[config.mk]
export PLATFORM = sky130hd
export DESIGN_NAME = stream_prefetch_ctrl
export DESIGN_NICKNAME = d
export VERILOG_FILES = /design/src/rtl/spf_pkg.sv /design/src/rtl/spf_channel.sv /design/src/rtl/spf_rr_arb.sv /design/src/rtl/stream_prefetch_ctrl.sv
export SDC_FILE = /design/constraint.sdc
export NUM_CORES = 1
export LEC_CHECK = 0
export ABC_AREA = 0
export BUFFER_PORTS_ARGS = -buffer_cell sky130_fd_sc_hd__buf_2
export CORE_ASPECT_RATIO = 1.2
export CORE_MARGIN = 10
export CORE_UTILIZATION = 55
export DETAILED_ROUTE_END_ITERATION = 7
export PLACE_DENSITY = 0.73
export SYNTH_ARGS = -nofsm -noshare
export SYNTH_HDL_FRONTEND = slang
export SYNTH_SLANG_ARGS = --single-unit
[constraint.sdc]
create_clock -name clk_i -period 9.5 [get_ports clk_i]
set_input_delay 1.9 -clock clk_i [delete_from_list [all_inputs] [get_ports clk_i]]
set_output_delay 1.9 -clock clk_i [all_outputs]
set_load 0.02 [all_outputs]
[src/rtl/spf_pkg.sv]
package spf_pkg;
  typedef enum logic [1:0] {
    SPF_NOP      = 2'd0,
    SPF_START    = 2'd1,
    SPF_STOP     = 2'd2,
    SPF_STOP_ALL = 2'd3
  } spf_op_e;
endpackage

[src/rtl/spf_channel.sv]
module spf_channel #(
  parameter int ADDR_W     = 32,
  parameter int SIZE_W     = 18,
  parameter int STRIDE_W   = 16,
  parameter int LINE_BYTES = 32,
  parameter int MAX_BYTES  = 131072
) (
  input  logic                clk_i,
  input  logic                rst_ni,
  input  logic                start_i,
  input  logic                stop_i,
  input  logic                adv_i,
  input  logic [ADDR_W-1:0]   addr_i,
  input  logic [SIZE_W-1:0]   size_i,
  input  logic [STRIDE_W-1:0] stride_i,
  input  logic                transient_i,
  input  logic                store_i,
  output logic                busy_o,
  output logic [ADDR_W-1:0]   addr_o,
  output logic                transient_o,
  output logic                store_o
);
  localparam int LINE_W = $clog2(LINE_BYTES);
  localparam logic [SIZE_W-1:0] LINE_SZ = SIZE_W'(LINE_BYTES);
  localparam logic [SIZE_W-1:0] MAX_SZ  = SIZE_W'(MAX_BYTES);

  logic [ADDR_W-1:0]   cur_q;
  logic [SIZE_W-1:0]   rem_q;
  logic [STRIDE_W-1:0] stride_q;
  logic                tr_q, st_q;
  logic [SIZE_W-1:0]   size_lim;

  assign size_lim = (size_i > MAX_SZ) ? MAX_SZ : size_i;

  always_ff @(posedge clk_i or negedge rst_ni) begin
    if (!rst_ni) begin
      cur_q    <= '0;
      rem_q    <= '0;
      stride_q <= '0;
      tr_q     <= 1'b0;
      st_q     <= 1'b0;
    end else if (start_i) begin
      cur_q    <= addr_i;
      rem_q    <= size_lim;
      stride_q <= stride_i;
      tr_q     <= transient_i;
      st_q     <= store_i;
    end else if (stop_i) begin
      rem_q <= '0;
    end else if (adv_i && busy_o) begin
      cur_q <= cur_q + ADDR_W'(stride_q);
      rem_q <= (rem_q <= LINE_SZ) ? '0 : rem_q - LINE_SZ;
    end
  end

  assign busy_o      = (rem_q != '0);
  assign addr_o      = {cur_q[ADDR_W-1:LINE_W], {LINE_W{1'b0}}};
  assign transient_o = tr_q;
  assign store_o     = st_q;
endmodule

[src/rtl/spf_rr_arb.sv]
module spf_rr_arb #(
  parameter int N     = 4,
  parameter int IDX_W = $clog2(N)
) (
  input  logic             clk_i,
  input  logic             rst_ni,
  input  logic [N-1:0]     req_i,
  input  logic             accept_i,
  output logic [N-1:0]     gnt_oh_o,
  output logic [IDX_W-1:0] idx_o
);
  logic [IDX_W-1:0] ptr_q;
  logic             found;

  // N is a power of two: index arithmetic wraps naturally
  always_comb begin
    gnt_oh_o = '0;
    idx_o    = '0;
    found    = 1'b0;
    for (int off = 0; off < N; off++) begin
      if (!found && req_i[ptr_q + IDX_W'(off)]) begin
        found                        = 1'b1;
        gnt_oh_o[ptr_q + IDX_W'(off)] = 1'b1;
        idx_o                        = ptr_q + IDX_W'(off);
      end
    end
  end

  always_ff @(posedge clk_i or negedge rst_ni) begin
    if (!rst_ni)                ptr_q <= '0;
    else if (accept_i && found) ptr_q <= idx_o + IDX_W'(1);
  end
endmodule

[src/rtl/stream_prefetch_ctrl.sv]
module stream_prefetch_ctrl #(
  parameter int NUM_CH     = 4,
  parameter int ADDR_W     = 32,
  parameter int SIZE_W     = 18,
  parameter int STRIDE_W   = 16,
  parameter int LINE_BYTES = 32,
  parameter int MAX_BYTES  = 131072,
  localparam int CH_W      = $clog2(NUM_CH)
) (
  input  logic                clk_i,
  input  logic                rst_ni,
  input  logic                cmd_valid_i,
  input  logic [1:0]          cmd_op_i,
  input  logic [CH_W-1:0]     cmd_ch_i,
  input  logic [ADDR_W-1:0]   cmd_addr_i,
  input  logic [SIZE_W-1:0]   cmd_size_i,
  input  logic [STRIDE_W-1:0] cmd_stride_i,
  input  logic                cmd_transient_i,
  input  logic                cmd_store_i,
  input  logic                bus_idle_i,
  output logic                req_o,
  output logic [ADDR_W-1:0]   req_addr_o,
  output logic [CH_W-1:0]     req_ch_o,
  output logic                req_transient_o,
  output logic                req_store_o,
  input  logic                gnt_i,
  output logic [NUM_CH-1:0]   busy_o
);
  import spf_pkg::*;

  spf_op_e           op;
  logic [NUM_CH-1:0] ch_start, ch_stop, ch_adv, arb_req, arb_oh;
  logic [NUM_CH-1:0] ch_tr, ch_st;
  logic [ADDR_W-1:0] ch_addr [NUM_CH];
  logic [CH_W-1:0]   arb_idx;

  assign op = spf_op_e'(cmd_op_i);

  for (genvar g = 0; g < NUM_CH; g++) begin : g_ch
    assign ch_start[g] = cmd_valid_i && op == SPF_START && cmd_ch_i == CH_W'(g);
    assign ch_stop[g]  = cmd_valid_i && ((op == SPF_STOP && cmd_ch_i == CH_W'(g)) ||
                                         op == SPF_STOP_ALL);
    assign ch_adv[g]   = arb_oh[g] & gnt_i;

    spf_channel #(
      .ADDR_W(ADDR_W), .SIZE_W(SIZE_W), .STRIDE_W(STRIDE_W),
      .LINE_BYTES(LINE_BYTES), .MAX_BYTES(MAX_BYTES)
    ) u_ch (
      .clk_i      (clk_i),
      .rst_ni     (rst_ni),
      .start_i    (ch_start[g]),
      .stop_i     (ch_stop[g]),
      .adv_i      (ch_adv[g]),
      .addr_i     (cmd_addr_i),
      .size_i     (cmd_size_i),
      .stride_i   (cmd_stride_i),
      .transient_i(cmd_transient_i),
      .store_i    (cmd_store_i),
      .busy_o     (busy_o[g]),
      .addr_o     (ch_addr[g]),
      .transient_o(ch_tr[g]),
      .store_o    (ch_st[g])
    );
  end

  // demand traffic owns non-idle cycles
  assign arb_req = busy_o & {NUM_CH{bus_idle_i}};

  spf_rr_arb #(.N(NUM_CH), .IDX_W(CH_W)) u_arb (
    .clk_i   (clk_i),
    .rst_ni  (rst_ni),
    .req_i   (arb_req),
    .accept_i(gnt_i),
    .gnt_oh_o(arb_oh),
    .idx_o   (arb_idx)
  );

  assign req_o           = |arb_req;
  assign req_ch_o        = arb_idx;
  assign req_addr_o      = ch_addr[arb_idx];
  assign req_transient_o = ch_tr[arb_idx];
  assign req_store_o     = ch_st[arb_idx];
endmodule

==> impl_metrics.json <==
{
  "finalCriticalPeriod_ns": 8.20,
  "slew_headroom_pct": 16.6,
  "cts_buffers": 31,
  "hold_ws_ns": 0.477,
  "synth_top_area_cell": "dfrtp_1",
  "port_buffers": 112,
  "grt_first_pass_wirelength_mm": 94.4,
  "dp_slack_ns": 1.91,
  "drive_gt1_share_pct": 11.0,
  "fmax_ghz": 0.122,
  "power_density_nw_per_um2": 306,
  "synth_area_leaders": "dfrtp_1 (39%), nand2_1 (8.4%), o21ai_0 (5.5%)",
  "layout_setup_ws_ns": 1.30,
  "cp.required_ns": 7.60,
  "seq_area_frac_synth_pct": 38.8,
  "grt_util_met2_pct": 49.2,
  "drt_iter0_markers": 1791,
  "rsz0062_at_grt": "false",
  "cts_buffer_depth": 3,
  "nFillCells": 2707,
  "setup_viol_count_final": 0,
  "final_common_cell": "nand2_1",
  "yosys_warnings": 0,
  "via_per_inst": 6.54,
  "worst_pin_slew_ns": 1.25,
  "hpwlAfterDp_mm": 43.9,
  "cap_violations": 0,
  "grt_max_degree": 122,
  "status": "completed",
  "antenna_found_initial": 7,
  "syn_avg_cell_area_um2": 8.44,
  "synthFlopType": "dfrtp_1",
  "synthCells": 2095,
  "syn_to_final_growth_pct": 10.3,
  "cts_resized": 0,
  "postCtsHoldBufs": 0,
  "post_cts_buffers": 0,
  "grt_use_met3_pct": 5.86,
  "start_kind": "flip-flop",
  "crit_arrival_ns": 6.30,
  "core_region_area_um2": 31500,
  "ir_worst_vdd_v": 0.000263,
  "drc": 0,
  "layout_common_cells": "nand2_1 (394), dfrtp_1 (274), o21ai_0 (192)",
  "seqCellArea_um2": 6860,
  "top_usage_layer": "met2",
  "hold_violations": 0,
  "io_pins": 118,
  "nets": 2314,
  "rows": 71,
  "vias": 16900,
  "setup_tns_ns": 0,
  "fin_skew_ns": 0.00912,
  "slew_viol_final": 0,
  "clock_sinks": 274,
  "worstSetupPathType": "reg -> out",
  "die_y_um": 216,
  "clockRootBuffer": "clkbuf_16",
  "async_reset_ff_share_pct": 100,
  "power_uw": 5960,
  "hp-class": "reg -> reg",
  "drt_pass1_iterations": 5,
  "yosysUniqueCellTypes": 81,
  "initial_core_util_pct": 56.0,
  "die-area_um2": 39700,
  "place.gp.congestion": 0.981,
  "antenna_left": 0,
  "p_leak_uw": 0.00862,
  "grt_usage_pct": 30.1,
  "end_kind": "output port",
  "cts.clk_slew.worst_paths_ns": 0.06,
  "grt-ovfl-total": 0,
  "cts_tree": "built",
  "ys_ff_latch": 274,
  "cts_htree_levels": 1,
  "die_x_um": 184,
  "drt-total-wl_mm": 60.9,
  "multi_input_area_um2": 10300,
  "grt_pass1_vias": 16300,
  "fin_crit_sh_pct": 86.3,
  "synth_edf_count": 0,
  "syn_area_um2": 17700,
  "grt_use_met1_pct": 36.8,
  "synth_top_area_share_pct": 38.8,
  "wire_per_inst_um": 23.6,
  "crit_fanout": 18,
  "worstSkewPairLatency_ns": 0.58
}
## worst max-delay path: stages (launching register included)
cell       delay, ns
dfrtp_1         0.76
clkinv_1        0.51
ha_1            0.62
inv_1           0.16
o41a_1          0.53
a2111o_1        0.46
a2111oi_4       0.47
a211oi_1        0.14
a21oi_4         0.79
buf_4           0.45
mux4_2          0.61
buf_2           0.19
## layout make-up
class	instances	area share (%)
Clock inverter	9	0.488
Multi-Input combinational cell	1668	52.6
Sequential cell	274	35.2
Inverter	53	1.02
Tap cell	401	2.57
Clock buffer	44	4.54
Antenna cell	4	0.0513
Timing Repair Buffer	129	3.58
## path summary, 6_finish.rpt
path | to | slack (ns) | from | cells after the start
setup / recovery | req_addr_o[17] | 1.30 | u_arb.ptr_q[0] | 11
hold / removal | g_ch[2].u_ch.transient_o | 0.48 | g_ch[2].u_ch.transient_o | 2
setup reg to reg | g_ch[2].u_ch.cur_q[26] | 3.90 | u_arb.ptr_q[0] | 12
hold reg to reg | g_ch[2].u_ch.transient_o | 0.48 | g_ch[2].u_ch.transient_o | 2
max in group asynchronous | g_ch[2].u_ch.stride_q[9] | 6.41 | rst_ni | 2
min in group asynchronous | g_ch[0].u_ch.cur_q[27] | 1.44 | rst_ni | 1
## registers in the layout, indices dropped and copies added (netlist names)
name and count:
g_ch.u_ch.transient_o 4, g_ch.u_ch.store_o 4, g_ch.u_ch.cur_q 128, g_ch.u_ch.stride_q 64, g_ch.u_ch.rem_q 72, u_arb.ptr_q 2
## layer usage
metal / up-vias / wire (um)
met3: 190 / 5530
met1: 8167 / 23000
li1: 7689 / -
met4: 4 / 3360
met2: 840 / 28900
met5: - / 26
## cells by family after synthesis
family / after synthesis / share of synthesized area [%]
multiplexers: 39 / 4.26
buffers and inverters: 157 / 3.58
AND/OR/NAND/NOR: 869 / 22.1
adder cells (fa/ha/maj): 81 / 5.89
XOR/XNOR: 74 / 3.67
other: 1 / 0.0212
flip-flops: 274 / 38.8
AO/OA/AOI/OAI: 600 / 21.7
## report_power, final
group          switching (uW)  internal (uW)
sequential                433           1550
clock                     493            693
combinational            1680           1120
total                    2600           3360
## synth_stat cells (5+ instances only)
library cell / number
a211o_1: 6
a211oi_1: 16
a21o_1: 27
a21oi_1: 145
a221o_1: 6
a22o_1: 18
a22oi_1: 23
a31oi_1: 24
a32oi_1: 13
and2_1: 17
and3_1: 16
buf_1: 6
buf_4: 11
clkbuf_1: 85
dfrtp_1: 274
ha_1: 76
inv_1: 52
mux2i_1: 10
mux4_2: 29
nand2_1: 397
nand2b_1: 12
nand3_1: 48
nand4_1: 17
nor2_1: 186
nor2b_1: 26
nor3_1: 61
nor3b_1: 6
nor4_1: 33
o211ai_1: 18
o21a_1: 9
o21ai_0: 193
o221a_2: 8
o22ai_1: 9
o2bb2ai_1: 7
o311ai_0: 8
o31a_1: 8
o31ai_1: 13
o41ai_1: 5
or3_1: 19
or4_1: 11
xnor2_1: 47
xor2_1: 27
## through the flow
step	instance area, um2	cells	util (%)
after detailed placement	18500	2525	58.7
final	19500	2582	61.8
after CTS	19500	2578	61.8
after global routing	19500	2581	61.8
after floorplan	17700	2099	-
after global placement	18500	2525	58.7
(Power assumes the default switching activity.)
